==> src/rtl/spi_txq_pkg.sv <==
package spi_txq_pkg;

    localparam int BUS_W    = 32;
    localparam int HALF_W   = 16;
    localparam int CTRL_LSB = 16;

    typedef enum logic [1:0] {
        WK_NONE      = 2'd0,
        WK_CTRL_ONLY = 2'd1,
        WK_DATA      = 2'd2,
        WK_WORD      = 2'd3
    } wr_kind_e;

    typedef enum logic [1:0] {
        FS_EMPTY   = 2'd0,
        FS_PARTIAL = 2'd1,
        FS_FULL    = 2'd2
    } fill_state_e;

endpackage

==> src/rtl/spi_txq_decode.sv <==
module spi_txq_decode
    import spi_txq_pkg::*;
#(
    parameter int ADDR_W   = 4,
    parameter int WORD_IDX = 0,
    parameter int CTRL_W   = 12
) (
    input  logic              wr_en,
    input  logic [ADDR_W-1:0] wr_addr,
    input  logic [3:0]        wr_strb,
    input  logic [BUS_W-1:0]  wr_data,
    output logic              push,
    output logic              ctrl_load,
    output logic [CTRL_W-1:0] ctrl_new,
    output logic [HALF_W-1:0] data_out
);

    localparam logic [ADDR_W-3:0] WORD_SEL = WORD_IDX[ADDR_W-3:0];

    wr_kind_e kind;
    logic     hit;
    logic     upper_nz;

    assign hit      = wr_en && (wr_addr[ADDR_W-1:2] == WORD_SEL);
    assign upper_nz = |wr_data[BUS_W-1:HALF_W];

    always_comb begin
        kind = WK_NONE;
        if (hit) begin
            unique case (wr_strb)
                4'b1100:                   kind = WK_CTRL_ONLY;
                4'b0001, 4'b0010, 4'b0011: kind = WK_DATA;
                4'b1111:                   kind = WK_WORD;
                default:                   kind = WK_NONE;
            endcase
        end
    end

    always_comb begin
        push      = (kind == WK_DATA) || (kind == WK_WORD);
        ctrl_load = ((kind == WK_CTRL_ONLY) || (kind == WK_WORD)) && upper_nz;
        ctrl_new  = wr_data[CTRL_LSB +: CTRL_W];
        data_out  = {wr_strb[1] ? wr_data[15:8] : 8'h00,
                     wr_strb[0] ? wr_data[7:0]  : 8'h00};
    end

endmodule

==> src/rtl/spi_txq_ctrl_reg.sv <==
module spi_txq_ctrl_reg #(
    parameter int CTRL_W = 12
) (
    input  logic              clk,
    input  logic              rst_n,
    input  logic              load,
    input  logic [CTRL_W-1:0] new_val,
    output logic [CTRL_W-1:0] ctrl_q,
    output logic [CTRL_W-1:0] ctrl_eff
);

    always_ff @(posedge clk or negedge rst_n) begin
        if (!rst_n)    ctrl_q <= '0;
        else if (load) ctrl_q <= new_val;
    end

    // A loading write pushes with its own new value in the same cycle.
    assign ctrl_eff = load ? new_val : ctrl_q;

endmodule

==> src/rtl/spi_txq_fifo.sv <==
module spi_txq_fifo
    import spi_txq_pkg::*;
#(
    parameter int DEPTH = 8,
    parameter int W     = 28
) (
    input  logic             clk,
    input  logic             rst_n,
    input  logic             push_req,
    input  logic             pop_req,
    input  logic [W-1:0]     wdata,
    output logic [W-1:0]     rdata,
    output logic             empty,
    output logic             full,
    output logic             overflow_evt,
    output logic [$clog2(DEPTH+1)-1:0] cnt_next
);

    localparam int PTR_W = $clog2(DEPTH);
    localparam int CNT_W = $clog2(DEPTH + 1);
    localparam logic [PTR_W-1:0] LAST_PTR = PTR_W'(DEPTH - 1);
    localparam logic [CNT_W-1:0] ALMOST   = CNT_W'(DEPTH - 1);

    fill_state_e state, state_nx;
    logic [W-1:0]     mem [DEPTH];
    logic [PTR_W-1:0] wr_ptr, rd_ptr;
    logic [CNT_W-1:0] cnt;
    logic             do_push, do_pop;

    assign do_push = push_req && (state != FS_FULL);
    assign do_pop  = pop_req  && (state != FS_EMPTY);

    // State register
    always_ff @(posedge clk or negedge rst_n) begin
        if (!rst_n) state <= FS_EMPTY;
        else        state <= state_nx;
    end

    // Next-state logic
    always_comb begin
        state_nx = state;
        unique case (state)
            FS_EMPTY: begin
                if (do_push) state_nx = FS_PARTIAL;
            end
            FS_PARTIAL: begin
                if (do_push && !do_pop && cnt == ALMOST)
                    state_nx = FS_FULL;
                else if (do_pop && !do_push && cnt == CNT_W'(1))
                    state_nx = FS_EMPTY;
            end
            FS_FULL: begin
                if (do_pop) state_nx = FS_PARTIAL;
            end
            default: state_nx = FS_EMPTY;
        endcase
    end

    // Outputs of the state machine
    always_comb begin
        empty        = (state == FS_EMPTY);
        full         = (state == FS_FULL);
        overflow_evt = push_req && (state == FS_FULL);
    end

    assign cnt_next = cnt + CNT_W'(do_push) - CNT_W'(do_pop);

    always_ff @(posedge clk or negedge rst_n) begin
        if (!rst_n) begin
            wr_ptr <= '0;
            rd_ptr <= '0;
            cnt    <= '0;
        end else begin
            cnt <= cnt_next;
            if (do_push) wr_ptr <= (wr_ptr == LAST_PTR) ? '0 : wr_ptr + 1'b1;
            if (do_pop)  rd_ptr <= (rd_ptr == LAST_PTR) ? '0 : rd_ptr + 1'b1;
        end
    end

    always_ff @(posedge clk) begin
        if (do_push) mem[wr_ptr] <= wdata;
    end

    assign rdata = mem[rd_ptr];

endmodule

==> src/rtl/spi_txq_level.sv <==
module spi_txq_level #(
    parameter int CNT_W = 4,
    parameter int LVL_W = 3
) (
    input  logic             clk,
    input  logic             rst_n,
    input  logic [CNT_W-1:0] cnt_next,
    input  logic [LVL_W-1:0] level,
    input  logic             ovf_set,
    input  logic             ovf_clr,
    output logic             req,
    output logic             ovf
);

    always_ff @(posedge clk or negedge rst_n) begin
        if (!rst_n) begin
            req <= 1'b0;
            ovf <= 1'b0;
        end else begin
            req <= (cnt_next <= CNT_W'(level));
            if (ovf_set)      ovf <= 1'b1;
            else if (ovf_clr) ovf <= 1'b0;
        end
    end

endmodule

==> src/rtl/spi_txq_wrport.sv <==
module spi_txq_wrport
    import spi_txq_pkg::*;
#(
    parameter int DEPTH    = 8,
    parameter int CTRL_W   = 12,
    parameter int ADDR_W   = 4,
    parameter int WORD_IDX = 0
) (
    input  logic                     clk,
    input  logic                     rst_n,
    input  logic                     wr_en,
    input  logic [ADDR_W-1:0]        wr_addr,
    input  logic [3:0]               wr_strb,
    input  logic [BUS_W-1:0]         wr_data,
    input  logic                     rd_en,
    output logic [BUS_W-1:0]         rd_data,
    input  logic [$clog2(DEPTH)-1:0] tx_level,
    input  logic                     pop,
    output logic [HALF_W-1:0]        head_data,
    output logic [CTRL_W-1:0]        head_ctrl,
    output logic                     fifo_empty,
    output logic                     fifo_full,
    output logic                     level_req,
    output logic                     ovf_flag,
    input  logic                     ovf_clr
);

    localparam int LVL_W   = $clog2(DEPTH);
    localparam int CNT_W   = $clog2(DEPTH + 1);
    localparam int ENTRY_W = HALF_W + CTRL_W;

    logic                dec_push;
    logic                ctrl_load;
    logic [CTRL_W-1:0]   ctrl_new;
    logic [HALF_W-1:0]   push_data;
    logic [CTRL_W-1:0]   ctrl_cur;
    logic [CTRL_W-1:0]   ctrl_eff;
    logic [ENTRY_W-1:0]  head_entry;
    logic                ovf_evt;
    logic [CNT_W-1:0]    cnt_next;
    logic                unused_read;

    spi_txq_decode #(
        .ADDR_W(ADDR_W), .WORD_IDX(WORD_IDX), .CTRL_W(CTRL_W)
    ) u_dec (
        .wr_en(wr_en), .wr_addr(wr_addr), .wr_strb(wr_strb), .wr_data(wr_data),
        .push(dec_push), .ctrl_load(ctrl_load), .ctrl_new(ctrl_new),
        .data_out(push_data)
    );

    spi_txq_ctrl_reg #(.CTRL_W(CTRL_W)) u_ctrl (
        .clk(clk), .rst_n(rst_n), .load(ctrl_load), .new_val(ctrl_new),
        .ctrl_q(ctrl_cur), .ctrl_eff(ctrl_eff)
    );

    spi_txq_fifo #(.DEPTH(DEPTH), .W(ENTRY_W)) u_fifo (
        .clk(clk), .rst_n(rst_n), .push_req(dec_push), .pop_req(pop),
        .wdata({ctrl_eff, push_data}), .rdata(head_entry),
        .empty(fifo_empty), .full(fifo_full), .overflow_evt(ovf_evt),
        .cnt_next(cnt_next)
    );

    spi_txq_level #(.CNT_W(CNT_W), .LVL_W(LVL_W)) u_lvl (
        .clk(clk), .rst_n(rst_n), .cnt_next(cnt_next), .level(tx_level),
        .ovf_set(ovf_evt), .ovf_clr(ovf_clr), .req(level_req), .ovf(ovf_flag)
    );

    assign head_data   = head_entry[HALF_W-1:0];
    assign head_ctrl   = head_entry[ENTRY_W-1:HALF_W];
    assign rd_data     = '0;
    assign unused_read = rd_en;

endmodule

==> config.mk <==
export PLATFORM = sky130hd
export DESIGN_NAME = spi_txq_wrport
export DESIGN_NICKNAME = d
export VERILOG_FILES = /design/src/rtl/spi_txq_pkg.sv /design/src/rtl/spi_txq_decode.sv /design/src/rtl/spi_txq_ctrl_reg.sv /design/src/rtl/spi_txq_fifo.sv /design/src/rtl/spi_txq_level.sv /design/src/rtl/spi_txq_wrport.sv
export SDC_FILE = /design/constraint.sdc
export NUM_CORES = 1
export LEC_CHECK = 0
export BUFFER_PORTS_ARGS = -buffer_cell sky130_fd_sc_hd__buf_2
export CAP_MARGIN = 20
export CORE_MARGIN = 2
export CORE_UTILIZATION = 40
export CTS_BUF_LIST = sky130_fd_sc_hd__clkbuf_8
export DETAILED_ROUTE_END_ITERATION = 8
export GPL_TIMING_DRIVEN = 0
export PLACE_DENSITY = 0.69
export SLEW_MARGIN = 20
export SYNTH_ARGS = -nofsm -noshare
export SYNTH_HDL_FRONTEND = slang
export SYNTH_SLANG_ARGS = --single-unit
==> constraint.sdc <==
create_clock -name clk -period 3.3 [get_ports clk]
set_input_delay 0.66 -clock clk [delete_from_list [all_inputs] [get_ports clk]]
set_output_delay 0.66 -clock clk [all_outputs]
set_load 0.05 [all_outputs]
==> flow_summary.json <==
{
  "clk_latency_ns": 0.55,
  "dp_hpwl_mm": 13.3,
  "clkPwrFrac": 0.249,
  "worst-slew-pin-transition_ns": 0.959,
  "cts_sinks": 250,
  "clock_path_buffers": 3,
  "finClkSkew_ns": 0.0199,
  "drt_iter0_drc": 405,
  "share_comb_of_total_power": 0.369,
  "num_vias": 5073,
  "yosysUniqueCellTypes": 43,
  "gp_congestion": 0.764,
  "p_int_uw": 6390,
  "whs_ns": 0.155,
  "die_w_um": 164,
  "criticalPathCategory": "reg2out",
  "setup_violations": 0,
  "drive_gt1_frac": 0.420,
  "overflow": 0,
  "reg2regPathDepth": 11,
  "syn_area_mm2": 0.0103,
  "finalNetCount": 726,
  "ys_seq_area_frac": 0.719,
  "timing.rr.end": "u_lvl.req",
  "p_switching_uw": 3450,
  "reg2reg_slack_ns": 0.35,
  "synth_top_area_frac": 0.655,
  "relSlewSlack": 0.361,
  "fp-row-count": 58,
  "max_freq_mhz": 317,
  "io_pins": 113,
  "async_reset_ff_frac": 0.104,
  "final_hold_viol_count": 0,
  "areaGrowthSynthToFinish_pct": 19.0,
  "hold_class": "in2async",
  "crit_fanout": 10,
  "wirelength_mm": 20.5,
  "irDropWorstVdd_v": 0.000581,
  "final_cell_area_mm2": 0.0122,
  "syn_area_per_cell_um2": 20.4,
  "totalPowerFinal_uw": 9850,
  "cts_buffers": 41,
  "final_core_util": 0.485,
  "finalCriticalPeriod_ns": 3.15,
  "synth_edf_count": 224,
  "cts_tree": "yes",
  "rsz0062_at_grt": "false",
  "n_fill_cell": 2072,
  "clk_pin_slew_ns": 0.06,
  "dpl_cell_area_mm2": 0.0115,
  "final-seq-area_mm2": 0.00738,
  "die_h_um": 164,
  "multi_input_area_mm2": 0.00263,
  "hold_buffers": 0,
  "track_usage": 0.159,
  "cts_root_buf": "clkbuf_8",
  "routed_via_density": 4.97,
  "grt_max_degree": 27,
  "crit_end": "head_data[4]",
  "p_leak_uw": 0.00452,
  "synth_flop_cell": "edfxtp_1",
  "critPathLaunchType": "flip-flop",
  "core_mm2": 0.0252,
  "synth_area_leaders": "edfxtp_1 66%, mux4_2 12%, dfrtp_1 6.3%, mux2_4 2.6%, mux2_2 2.5%",
  "port_buffers": 77,
  "firstDrtPassIters": 4,
  "required_ns": 2.64,
  "status": "complete, no violations",
  "switching_share": 0.351,
  "die_area_mm2": 0.0270,
  "synth_top_cell_by_area": "edfxtp_1",
  "n_antenna_cell": 0,
  "maxCapViolCount": 0,
  "final_antenna_net_count": 0,
  "h-tree-depth": 2,
  "powerDensity_mw_per_mm2": 806,
  "start_util": 0.408,
  "slew_viol_final": 0,
  "synthCells": 502,
  "yosysWarningCount": 0,
  "antenna_found_initial": 1,
  "period_share": 0.954,
  "critPathCaptureType": "primary output",
  "arrival_ns": 2.49,
  "synth-seq-cells": 250,
  "drc": 0,
  "r2r_start": "u_fifo.state[1]",
  "sequentialPowerShare": 0.381,
  "grt_pass1_vias": 5399,
  "grt_pass1_wl_mm": 31.2,
  "crit_start": "u_fifo.rd_ptr[0]",
  "wl_per_cell_um": 20.1
}
-- cell type report --
| type | count | share of cell area |
|---|---|---|
| well taps | 330 | 0.0338 |
| multi-input cells | 218 | 0.215 |
| clock buffers | 43 | 0.0485 |
| repair buffers | 87 | 0.0498 |
| plain buffers | 51 | 0.0318 |
| clock inverters | 28 | 0.0124 |
| flip-flops and latches | 250 | 0.604 |
| inverters | 14 | 0.00430 |
-- placed cells by master, fill, tap and decap left out, drive strengths merged, types with 2 or more instances in the layout --
cell type,netlist,final
edfxtp,224,224
ha,13,13
buf,46,133
and2,16,16
dfrtp,26,26
nor2,8,8
xor2,2,2
a21o,2,2
a21oi,3,3
conb,1,32
clkbuf,5,48
nand2,7,7
nor4,4,4
o21ai,5,5
and4,2,2
inv,14,30
nand3,2,2
o22ai,2,2
mux2,43,43
nor3b,3,3
clkinv,0,10
nor3,3,3
mux4,56,56
nand2b,5,5
-- per-layer routing --
metal  global-route usage  up-vias  part of all wire
li1                     -     2273                 -
met1                0.204     2591              0.41
met2                0.270      173              0.51
met3               0.0348       36             0.061
met4               0.0502        0             0.019
met5                    0        -                 0
-- worst min path at each step --
stage                         start                to  slack (ns)
global route                  rst_n  u_fifo.rd_ptr[2]        0.19
finish                        rst_n     u_fifo.cnt[3]        0.16
CTS                           rst_n     u_fifo.cnt[3]        0.15
detailed placement  u_fifo.state[1]   u_fifo.state[1]        0.55
global placement          u_lvl.ovf         u_lvl.ovf        0.52
floorplan                     rst_n  u_ctrl.ctrl_q[0]        0.36
-- per-stage QoR --
step / setup slack (ns) / setup TNS [ns] / instances
2_1_floorplan: 0.247 / 0 / 533
3_3_place_gp: -1.42 / -298.00 / 940
3_5_place_dp: -0.0136 / -0.148 / 950
4_1_cts: 0.0860 / 0 / 1021
5_1_grt: 0.0119 / 0 / 1021
6_report: 0.150 / 0 / 1021
-- cells in the mapped netlist (4+ instances only) --
| cell type | instances |
|---|---|
| and2_1 | 16 |
| buf_2 | 8 |
| buf_4 | 33 |
| clkbuf_1 | 4 |
| dfrtp_1 | 26 |
| edfxtp_1 | 224 |
| ha_1 | 13 |
| inv_1 | 14 |
| mux2_2 | 23 |
| mux2_4 | 18 |
| mux4_2 | 54 |
| nand2_1 | 7 |
| nand2b_1 | 5 |
| nor2_1 | 8 |
| nor4_1 | 4 |
| o21ai_0 | 4 |
-- flip-flops by register name (all words and copies together), names as in the netlist --
| register | cells |
|---|---|
| u_lvl.ovf | 1 |
| u_fifo.rd_ptr | 3 |
| u_lvl.req | 1 |
| u_fifo.cnt | 4 |
| u_ctrl.ctrl_q | 12 |
| u_fifo.mem | 224 |
| u_fifo.state | 2 |
| u_fifo.wr_ptr | 3 |
-- power groups by stage --
stage / logic, uW / registers (uW) / clock network [uW]
final: 3640 / 3760 / 2450
after global routing: 3910 / 3770 / 2670
after CTS: 3720 / 3760 / 2520
after detailed placement: 3700 / 3820 / 0
after global placement: 3600 / 3800 / 0
after floorplan: 2920 / 3810 / 0
-- what timing repair did --
| action | CTS | global route |
|---|---|---|
| endpoints found under the hold margin | 0 | 0 |
| endpoints found under the setup margin | 9 | 0 |
| gates resized for setup | 2 | 0 |
| setup buffers | 0 | 0 |
-- worst max-delay path, stage by stage (launching register included) --
cell and delay [ns]:
dfrtp_1 0.36, buf_6 0.12, buf_2 0.39, mux4_2 0.56, mux2_2 0.30, buf_2 0.22
-- kinds of logic (layout without fill, tap and decap cells) --
logic type,count (synthesis),in the layout,share of synthesized area
xor gates and xnor gates,3,3,0.00256
adders and majority gates,14,14,0.0178
other,1,32,0.000365
and+or+nand+nor,56,56,0.0321
AOI/OAI and AO/OA,14,14,0.00829
muxes,99,99,0.177
DFF,250,250,0.719
buffers and inverters,65,223,0.0427
Power figures use the tool's default switching activity.
